===== config.mk =====
export PLATFORM = sky130hd
export DESIGN_NAME = i2c_stop_gen
export DESIGN_NICKNAME = d
export VERILOG_FILES = /design/src/rtl/i2c_stop_gen.sv
export SDC_FILE = /design/constraint.sdc
export NUM_CORES = 1
export LEC_CHECK = 0
export BUFFER_PORTS_ARGS = -buffer_cell sky130_fd_sc_hd__buf_4
export CAP_MARGIN = 20
export CELL_PAD_IN_SITES_DETAIL_PLACEMENT = 1
export CELL_PAD_IN_SITES_GLOBAL_PLACEMENT = 1
export CORE_AREA = 2 2 54 76
export CTS_BUF_LIST = sky130_fd_sc_hd__clkbuf_8
export CTS_CLUSTER_DIAMETER = 120
export DETAILED_ROUTE_END_ITERATION = 16
export DIE_AREA = 0 0 56 78
export PLACE_DENSITY = 0.64
export SYNTH_ARGS = -nofsm -noshare
export SYNTH_HDL_FRONTEND = slang
export SYNTH_SLANG_ARGS = --single-unit
export TNS_END_PERCENT = 5

===== constraint.sdc =====
create_clock -name clk -period 3.8 [get_ports clk]
set_input_delay 0.19 -clock clk [delete_from_list [all_inputs] [get_ports clk]]
set_output_delay 0.19 -clock clk [all_outputs]
set_load 0.01 [all_outputs]

===== src/rtl/i2c_stop_gen.sv =====
module i2c_stop_gen #(
  parameter int RW   = 7,
  parameter int SYNC = 2
) (
  input  logic          clk,
  input  logic          rst_n,
  input  logic          stop_req,
  input  logic [RW-1:0] reload,
  input  logic          sda_in,
  input  logic          scl_in,
  input  logic          bcol_clr,
  output logic          sda_drive_low,
  output logic          scl_drive_low,
  output logic          stop_pending,
  output logic          stop_seen,
  output logic          irq,
  output logic          bus_col
);
  localparam int CW = RW + 1;

  typedef enum logic [2:0] {S_IDLE, S_PULL, S_SCLREL, S_HOLD, S_RISE} st_t;

  st_t             st;
  logic [CW-1:0]   cnt;
  logic [SYNC-1:0] sda_sh, scl_sh;

  wire sda_s = sda_sh[SYNC-1];
  wire scl_s = scl_sh[SYNC-1];

  wire [CW-1:0] eff = (reload == '0) ? CW'(1) : CW'(reload);
  wire accept   = stop_req && (st == S_IDLE) && !bus_col;
  wire tick_end = (cnt == CW'(1));
  wire col_scl  = ((st == S_HOLD) || (st == S_RISE)) && !scl_s;
  wire col_sda  = (st == S_RISE) && tick_end && !sda_s;
  wire col      = col_scl || col_sda;
  wire done     = (st == S_RISE) && tick_end && sda_s && !col_scl;

  generate
    if (SYNC == 1) begin : g_sync1
      always_ff @(posedge clk or negedge rst_n)
        if (!rst_n) begin
          sda_sh <= '1;
          scl_sh <= '1;
        end else begin
          sda_sh <= sda_in;
          scl_sh <= scl_in;
        end
    end else begin : g_syncn
      always_ff @(posedge clk or negedge rst_n)
        if (!rst_n) begin
          sda_sh <= '1;
          scl_sh <= '1;
        end else begin
          sda_sh <= {sda_sh[SYNC-2:0], sda_in};
          scl_sh <= {scl_sh[SYNC-2:0], scl_in};
        end
    end
  endgenerate

  always_ff @(posedge clk or negedge rst_n) begin
    if (!rst_n) begin
      st  <= S_IDLE;
      cnt <= '0;
    end else begin
      unique case (st)
        S_IDLE:   if (accept) st <= S_PULL;
        S_PULL:   if (!sda_s && !scl_s) st <= S_SCLREL;
        S_SCLREL: if (scl_s) begin
                    st  <= S_HOLD;
                    cnt <= eff;
                  end
        S_HOLD:   if (col) st <= S_IDLE;
                  else if (tick_end) begin
                    st  <= S_RISE;
                    cnt <= eff + CW'(SYNC);
                  end else cnt <= cnt - CW'(1);
        S_RISE:   if (col || done) st <= S_IDLE;
                  else cnt <= cnt - CW'(1);
        default:  st <= S_IDLE;
      endcase
    end
  end

  always_ff @(posedge clk or negedge rst_n) begin
    if (!rst_n) begin
      bus_col   <= 1'b0;
      stop_seen <= 1'b0;
      irq       <= 1'b0;
    end else begin
      if (col)           bus_col <= 1'b1;
      else if (bcol_clr) bus_col <= 1'b0;
      if (accept)        stop_seen <= 1'b0;
      else if (done)     stop_seen <= 1'b1;
      irq <= done;
    end
  end

  assign sda_drive_low = (st == S_PULL) || (st == S_SCLREL) || (st == S_HOLD);
  assign scl_drive_low = (st == S_PULL);
  assign stop_pending  = (st != S_IDLE);
endmodule


==> impl_results.md, run 1 <==
* Via count at 1101
* Highest routed layer: met4
* CP max stage cell: nor3b_2
* Max-Slew Margin vs Limit at 61.5%
* RSZ-0062 raised after global routing: no
* Clock slew at reported path FFs at 70 ps
* Die width at 56 um
* Synth area leader: dfrtp_1
* Cts hold-fix bufs at 1
* Drt pass-1 iters at 4
* Hold Crit Depth at 1
* Final setup viols at 0
* Post-DP HPWL at 2.55 mm
* Worst vdd ir at 341 uV
* Num CTS Buffers at 3
* GRT overflow at 0
* Drt initial violations at 20
* Post-DR wirelength/cell at 17.4 um
* Syn-to-layout area delta at 14.0%
* GR Util All Layers at 17.0%
* Placer Congestion at 0.861
* Max Cap Violations at 0
* # rows at 26
* Htree depth at 1
* First-pass GRT wire length at 5.74 mm
* Clock Path Buffers at 2
* Fraction of layout cells with a size suffix above 1 at 22.9%
* Synthesized flop and latch total at 18
* Initial Util at 34.0%
* Crit. End Element: flip-flop
* Clk root buf: clkbuf_8
* Cell area after synthesis at 1240 um^2
* Worst-Skew Late Latency at 260 ps
* PortBufs at 18
* CTS tree: built
* CP Data Arrival Time at 2500 ps
* Leak at 0.559 nW
* Die ar. at 4370 um^2
* Final ANT Viol Nets at 0
* Synth area leaders: dfrtp_1, dfstp_2, o21ai_0, a21oi_1, nor2_1
* Critical path fanouts, max at 8
* Initial antenna violation count at 0
* Max frequency at 426 MHz
* Hold WC Path Type: input pin to flip-flop
* Layout Nets at 169
* CTS sink cnt at 18
* Gates resized, CTS repair at 0
* Final Max Slew Viols at 0
* Max incr delay on CP at 480 ps
* Period utilisation layout at 61.8%
* Status: finished clean
* Ys flop type: dfrtp_1
* PwrDens at 628 nW/um^2
* DR vias/cell at 5.65
* Metal2 WL at 1.80 mm
* Dpl cells at 190
* Post-synth top area share at 28.3%
* Crit path required time at 3950 ps
* Sequential fraction of the synthesis area at 36.8%
* Worst setup SP type: flip-flop
* Syn Nets at 153
* Mean Syn Cell Area at 8.97 um^2
* R2R depth at 7
* Post-synth EDFFs at 0
* Most frequent cell after synthesis: dfrtp_1
* Worst-path cell chain: inv_1, ha_1, nor3b_2, nand2_2, a21oi_2, o221ai_1, a22o_1
* Metal3 WL at 83 um
* Count of final hold-check violations at 0
* Vias in the first global route at 1147
* Period minus WS final at 2350 ps
* Ys async rst share at 100%
* Clock skew at 3.74 ps
* I/O pin count at 19
* Cell count after synthesis at 138
* DRC at 0
* Setup CP Type: flip-flop to flip-flop
* Post-CTS setup buffer count at 0
* Post-Route WL at 3.40 mm
* YS warnings at 0
* Worst slew pin tran at 574 ps
* Layout Cells excl Fill at 195
* Fin Hold WS at 30.5 ps
* Met1 wire length at 1.46 mm
* Largest net degree at the start of global routing at 19
* Die H at 78 um
* Netlist cell types at 52
* Setup TNS at 0 ps
* Antenna cells at 0
* Total power draw at 885 uW
* Core footprint at 3640 um^2
* Leading post-synthesis cells by instance count: dfrtp_1, nor2_1, o21ai_0
worst max-delay path, delay by kind of cell, from the launching register on:
| kind | cells | cell delay [ps] |
|---|---|---|
| flops | 1 | 410 |
| simple gates | 2 | 690 |
| compound gates | 3 | 810 |
| buf+inv | 1 | 110 |
| fa+ha+maj | 1 | 220 |
area by class of cell:
type / count / area, um^2
Sequential cell: 18 / 455
Fill cell: 446 / 2230
Clock buffer: 4 / 55.1
Inverter: 8 / 30.0
Tap cell: 42 / 52.6
Timing Repair Buffer: 19 / 145
Multi-Input combinational cell: 104 / 672
state kept, by name (all words and copies together), names as in the netlist:
| name | count |
|---|---|
| irq | 1 |
| scl_sh | 2 |
| bus_col | 1 |
| sda_sh | 2 |
| cnt | 8 |
| st | 3 |
| stop_seen | 1 |
per-stage QoR:
stage | worst slack, ps | area, um^2 | util, %
after global routing | 1170 | 1410 | 38.7
after CTS | 1440 | 1410 | 38.7
after detailed placement | 1470 | 1350 | 36.9
after global placement | 1500 | 1350 | 36.9
after floorplan | 1910 | 1240 | -
final | 1450 | 1410 | 38.7
placed cells by master (no fill, tap or decap), drive strengths merged, types with 2 or more instances in the layout:
| cell | instances |
|---|---|
| nor2 | 12 |
| a211oi | 2 |
| inv | 8 |
| nor2b | 4 |
| nand2 | 10 |
| nor3b | 3 |
| clkbuf | 4 |
| a31o | 2 |
| nand3 | 4 |
| a21oi | 10 |
| nand3b | 2 |
| nor3 | 6 |
| o2bb2ai | 4 |
| dfstp | 4 |
| or3 | 3 |
| buf | 18 |
| o21ai | 11 |
| ha | 2 |
| or4 | 3 |
| dfrtp | 14 |
| o211ai | 3 |
metal layers:
| layer | GRT usage (%) | up-vias |
|---|---|---|
| met5 | 0 | - |
| met4 | 6.43 | 0 |
| met1 | 19.8 | 539 |
| met3 | 2.00 | 6 |
| met2 | 31.2 | 19 |
| li1 | - | 537 |
path summary, 6_finish.rpt:
kind	start	slack [ps]	end
min in group asynchronous	rst_n	330	bus_col
max reg2reg	cnt[1]	1450	cnt[3]
max	cnt[1]	1450	cnt[3]
min reg2reg	scl_sh[0]	360	scl_sh[1]
max in group asynchronous	rst_n	3200	scl_sh[1]
min	sda_in	30	sda_sh[0]
cell families (layout without fill, tap and decap cells):
kind of cell               Yosys count  count (layout)  synth area share (%)
AOI/OAI and AO/OA                   44              44                  24.6
xor gates and xnor gates             1               1                 0.708
adders and majority gates            2               2                  2.02
buffers and inverters               16              31                  8.90
DFF                                 18              18                  36.8
muxes                                1               1                 0.809
and+or+nand+nor                     56              56                  26.2
power breakdown:
| part | switching (mW) | internal [mW] |
|---|---|---|
| Clock | 0.0737 | 0.0924 |
| Combinational | 0.213 | 0.172 |
| Sequential | 0.0883 | 0.246 |
| Total | 0.375 | 0.510 |
Note: power is estimated with default switching activity, not from simulation.
==> run 2, diff against run 1 <==
clock period = 2.4 ns   (was 3.8 ns; I/O delays follow)
==> run 2 against run 1 <==
Against the previous run:
- largest power group unchanged
- die area unchanged
- clock power grew 55%
- highest routed layer unchanged
- utilization rose by 1.2 points
- total power up 61%
- global-route usage rose by 0.67 points
==> impl_results.md, run 2 (synthesized netlist as in run 1, its figures left out) <==
* Gates resized, CTS repair at 0 (unchanged)
* Via count at 1169 (+6.2%)
* Count of final hold-check violations at 0 (unchanged)
* PortBufs at 18 (unchanged)
* Vias in the first global route at 1243 (+8.4%)
* Core footprint at 3640 um^2 (unchanged)
* Cts hold-fix bufs at 3 (+2)
* Hold WC Path Type: input pin to flip-flop
* R2R depth at 5 (-2)
* Max frequency at 451 MHz (+5.9%)
* Worst Hold End: bus_col
* Hold Crit Depth at 2 (+1)
* Layout Nets at 174 (+3.0%)
* Clock skew at 3.47 ps (-0.268 ps)
* Reg-to-reg endpoint: cnt[7]
* Die H at 78 um (unchanged)
* Final Max Slew Viols at 0 (unchanged)
* GR Util All Layers at 17.7% (+0.67 points)
* Top Registers: cnt: 8 flops, st: 3 flops
* Worst-Skew Late Latency at 260 ps (about the same)
* I/O pin count at 19 (unchanged)
* DR vias/cell at 5.85 (+3.5%)
* Largest net degree at the start of global routing at 19 (unchanged)
* Post-DR wirelength/cell at 18.5 um (+6.1%)
* Clock Path Buffers at 2 (unchanged)
* Die width at 56 um (unchanged)
* Worst setup SP type: flip-flop
* Post-Route WL at 3.70 mm (+8.8%)
* CP Data Arrival Time at 2350 ps (-150 ps)
* Drt pass-1 iters at 4 (unchanged)
* Setup CP Type: flip-flop to flip-flop
* Crit path required time at 2540 ps (-1410 ps)
* Period minus WS final at 2220 ps (-132 ps)
* Filler cells at 457 (+2.5%)
* Syn-to-layout area delta at 17.4%
* Final Util at 39.9% (+1.2 points)
* Num CTS Buffers at 3 (unchanged)
* Final setup viols at 0 (unchanged)
* Leak at 0.584 nW (+4.4%)
* Fraction of layout cells with a size suffix above 1 at 24.1% (+1.2 points)
* Post-CTS setup buffer count at 0 (unchanged)
* Crit. End Element: flip-flop
* Pre-CTS setup slack at 169 ps (-1300 ps)
* Clk root buf: clkbuf_8
* GRT overflow at 0 (unchanged)
* Biggest register: cnt
* Period utilisation layout at 92.4% (+31 points)
* Commonest cells after routing, fill and taps aside: buf_4, dfrtp_1, nor2_1
* Reg2reg start: st[1]
* Initial antenna violation count at 0 (unchanged)
* Worst Hold Launch: bcol_clr
* Total power draw at 1.43 mW (+61%)
* Die ar. at 4370 um^2 (unchanged)
* Final ANT Viol Nets at 0 (unchanged)
* Largest register FFs at 8 (unchanged)
* Status: finished clean
* Post-DP HPWL at 2.83 mm (+11%)
* Antenna cells at 0 (unchanged)
* RSZ-0062 raised after global routing: no
* Max Cap Violations at 0 (unchanged)
* CTS sink cnt at 18 (unchanged)
* DRC at 0 (unchanged)
* Final worst setup slack at 181 ps (-1270 ps)
* Initial Util at 34.0% (unchanged)
* Worst vdd ir at 575 uV (+68%)
* Most common cell after layout, fill and taps aside: buf_4
* Setup TNS at 0 ps (unchanged)
* R2R setup slack at 180 ps (-1270 ps)
* Htree depth at 1 (unchanged)
* # rows at 26 (unchanged)
* CTS tree: built
* Clock slew at reported path FFs at 80 ps (about the same)
* Max-Slew Margin vs Limit at 63.9% (+2.5 points)
* Drt initial violations at 32 (+60%)
* Placer Congestion at 0.795 (-7.6%)
* First-pass GRT wire length at 6.02 mm (+4.9%)
* PwrDens at 983 nW/um^2 (+57%)
* Critical path fanouts, max at 12 (+4)
* Worst slew pin tran at 539 ps (-34.6 ps)
## run 2: cell types whose count changed in the layout (fill, tap and decap cells not counted), sizes merged
cell | before | now
buf | 18 | 21
dlygate4sd3 | 1 | 3
## run 2: cell type report
cell class	count	area, um^2	area share (%)
well taps	42	52.6	3.62
multi-input cells	104	672	46.3
repair buffers	24	188	12.9
inverters	8	30.0	2.07
clock buffers	4	55.1	3.79
flip-flops and latches	18	455	31.4
## run 2: worst max-delay path by stage
stage / cells after the start / end / slack [ps] / startpoint
6_report: 5 / cnt[7] / 180 / st[1]
5_1_grt: 5 / cnt[7] / 20 / st[1]
4_1_cts: 5 / cnt[7] / 160 / st[1]
3_5_place_dp: 5 / cnt[7] / 170 / st[1]
3_3_place_gp: 5 / cnt[7] / 240 / st[1]
2_1_floorplan: 7 / cnt[3] / 510 / cnt[1]
## run 2: power breakdown
group          switching [mW]  internal (mW)  total [mW]
Combinational           0.349          0.287       0.636
Clock                   0.112          0.146       0.258
Sequential              0.144          0.389       0.533
## run 2: through the flow
step	area (um^2)	std cells	hold slack, ps
6_report	1450	200	37.9
5_1_grt	1450	200	39.2
4_1_cts	1450	200	35.9
3_5_place_dp	1370	193	10.7
3_3_place_gp	1370	193	4.23
2_1_floorplan	1240	138	-176
## run 2: critical path, cell delays in order, from the launching register on
cell and delay [ps]:
dfrtp_1 500, or3b_1 570, a21oi_1 320, o21a_1 340, o21ai_0 190, o2bb2ai_1 160
## run 2: routing by layer
layer	vias to the layer above	GRT usage, %	wire length, um
li1	548	-	-
met1	586	19.5	1470
met2	25	33.1	1990
met3	10	2.00	113
met4	0	8.10	127
met5	-	0	0
==> run 3, diff against run 2 <==
PLACE_DENSITY = 0.66   (was 0.64)
clock period = 2 ns   (was 2.4 ns; I/O delays follow)
==> run 3 against run 2 <==
Against the previous run:
- via count increased by 2.7%
- total power increased by 30%
- final cell count increased by 6.0%
- non-clock buffer count increased by 12
- flip-flop and latch count unchanged
- critical path type unchanged
- largest power group unchanged
- highest routed layer unchanged
==> impl_results.md, run 3 (synthesized netlist as in run 1, its figures left out) <==
* Post-Route WL at 3.70 mm (about the same)
* Post-DR wirelength/cell at 17.4 um (-5.7%)
* Antenna cells at 0 (unchanged)
* Max incr delay on CP at 530 ps (-40 ps)
* Biggest register: cnt
* CP Data Arrival Time at 2140 ps (-210 ps)
* R2R setup slack at 60 ps (-120 ps)
* Worst setup SP type: flip-flop
* Worst Hold Launch: bcol_clr
* Syn-to-layout area delta at 27.6%
* Die width at 56 um (unchanged)
* Die ar. at 4370 um^2 (unchanged)
* Worst slew pin tran at 495 ps (-43.8 ps)
* Worst-Skew Late Latency at 260 ps (about the same)
* Filler cells at 456 (-0.22%)
* Fraction of layout cells with a size suffix above 1 at 32.4% (+8.3 points)
* Commonest cells after routing, fill and taps aside: buf_4, dfrtp_1, nor2_1
* Period utilisation layout at 96.8% (+4.3 points)
* GRT overflow at 0 (unchanged)
* Htree depth at 1 (unchanged)
* Initial antenna violation count at 0 (unchanged)
* Clock slew at reported path FFs at 80 ps (about the same)
* Drt pass-1 iters at 4 (unchanged)
* Count of final hold-check violations at 0 (unchanged)
* Crit. End Element: flip-flop
* Core footprint at 3640 um^2 (unchanged)
* Clock skew at 7.91 ps (+4.44 ps)
* GR Util All Layers at 18.5% (+0.79 points)
* Reg area at 457 um^2 (+0.27%)
* Initial Util at 34.0% (unchanged)
* Setup CP Type: flip-flop to flip-flop
* Die H at 78 um (unchanged)
* Max frequency at 517 MHz (+15%)
* DR vias/cell at 5.66 (-3.2%)
* Worst-path cell chain: inv_2, ha_4, nor3b_4, nand2_2, or4_1, o211ai_1, o22a_1
* Multi-input gate area at 707 um^2 (+5.2%)
* Setup TNS at 0 ps (unchanged)
* Max Cap Violations at 0 (unchanged)
* Status: finished clean
* Critical path fanouts, max at 5 (-7)
* PortBufs at 18 (unchanged)
* CTS tree: built
* Final ANT Viol Nets at 0 (unchanged)
* RSZ-0062 raised after global routing: yes
* Clock Path Buffers at 2 (unchanged)
* Layout Cells excl Fill at 212 (+6.0%)
* Final setup viols at 0 (unchanged)
* Worst vdd ir at 500 uV (-13%)
* Placed instance area at 1440 um^2 (+5.5%)
* Post-route cell area at 1580 um^2 (+8.7%)
* Leak at 0.641 nW (+9.9%)
* Fin Hold WS at 21.0 ps (-16.9 ps)
* Max-Slew Margin vs Limit at 66.9% (+2.9 points)
* Reg-to-reg endpoint: cnt[4]
* Largest net degree at the start of global routing at 19 (unchanged)
* Drt initial violations at 25 (-22%)
* PwrDens at 1170 nW/um^2 (+19%)
* I/O pin count at 19 (unchanged)
* R2R depth at 7 (+2)
* Vias in the first global route at 1278 (+2.8%)
* Crit path launch: cnt[1]
* Final Max Slew Viols at 0 (unchanged)
* Post-DP HPWL at 2.82 mm (-0.28%)
* Num CTS Buffers at 3 (unchanged)
* Reg2reg start: cnt[1]
* Placer Congestion at 0.818 (+3.0%)
* Worst Hold End: bus_col
* First-pass GRT wire length at 6.29 mm (+4.5%)
* Layout Nets at 186 (+6.9%)
* # rows at 26 (unchanged)
* Largest register FFs at 8 (unchanged)
* Hold WC Path Type: input pin to flip-flop
* Clk root buf: clkbuf_8
* Via count at 1200 (+2.7%)
* Hold Crit Depth at 2 (unchanged)
* CP max stage cell: or4_1
* DRC at 0 (unchanged)
* Top Registers: cnt: 8 flops, st: 3 flops
* CTS sink cnt at 18 (unchanged)
* Most common cell after layout, fill and taps aside: buf_4
* Crit path required time at 2210 ps (-330 ps)
* Period minus WS final at 1940 ps (-283 ps)
* Final Util at 43.3% (+3.5 points)
* Dpl cells at 203 (+5.2%)
[run 3: area by class of cell]
| cell class | instances | area share, % |
|---|---|---|
| multi-input cells | 104 | 44.8 |
| flip-flops and latches | 18 | 28.9 |
| repair buffers | 36 | 17.6 |
| clock buffers | 4 | 3.49 |
| well taps | 42 | 3.33 |
| inverters | 8 | 1.90 |
[run 3: repair_timing]
action                                  in CTS  in global routing
hold buffers                                 3                  0
setup buffers                                0                  2
pin swaps                                    1                  1
gates resized for setup                      4                  5
endpoints found under the setup margin       5                  5
gates cloned                                 0                  0
endpoints found under the hold margin       20                  0
[run 3: worst max path at each step]
stage	slack, ps	endpoint	depth (start not counted)
floorplan	110	cnt[3]	7
global placement	90	cnt[3]	6
detailed placement	-30	cnt[1]	7
CTS	20	cnt[3]	7
global route	-20	cnt[3]	7
finish	60	cnt[4]	7
[run 3: power breakdown]
part           internal, mW  total [mW]  switching [mW]
clock network         0.175       0.307           0.132
registers             0.470       0.611           0.141
logic                 0.437       0.933           0.496
total                  1.08        1.85           0.769
[run 3: stage by stage]
stage	total power, mW	worst slack (ps)
detailed placement	1.47	-32.3
floorplan	1.20	115
finish	1.85	64.5
CTS	1.82	16.5
global route	1.98	-18.8
global placement	1.44	88.4
[run 3: critical path: cells and delay by family, from the launching register on]
family	cells	cell delay (ps)
AND/OR/NAND/NOR	3	970
flip-flops	1	410
AO/OA/AOI/OAI	2	260
adder cells (fa/ha/maj)	1	150
buffers and inverters	1	100
[run 3: layer usage]
metal  vias to the layer above  global-route usage (%)  share of wire [%]
met5                         -                       0                  0
met3                        11                    3.00                3.8
li1                        577                       -                  -
met4                         0                    8.81                3.1
met1                       585                    20.7                 40
met2                        27                    33.3                 53
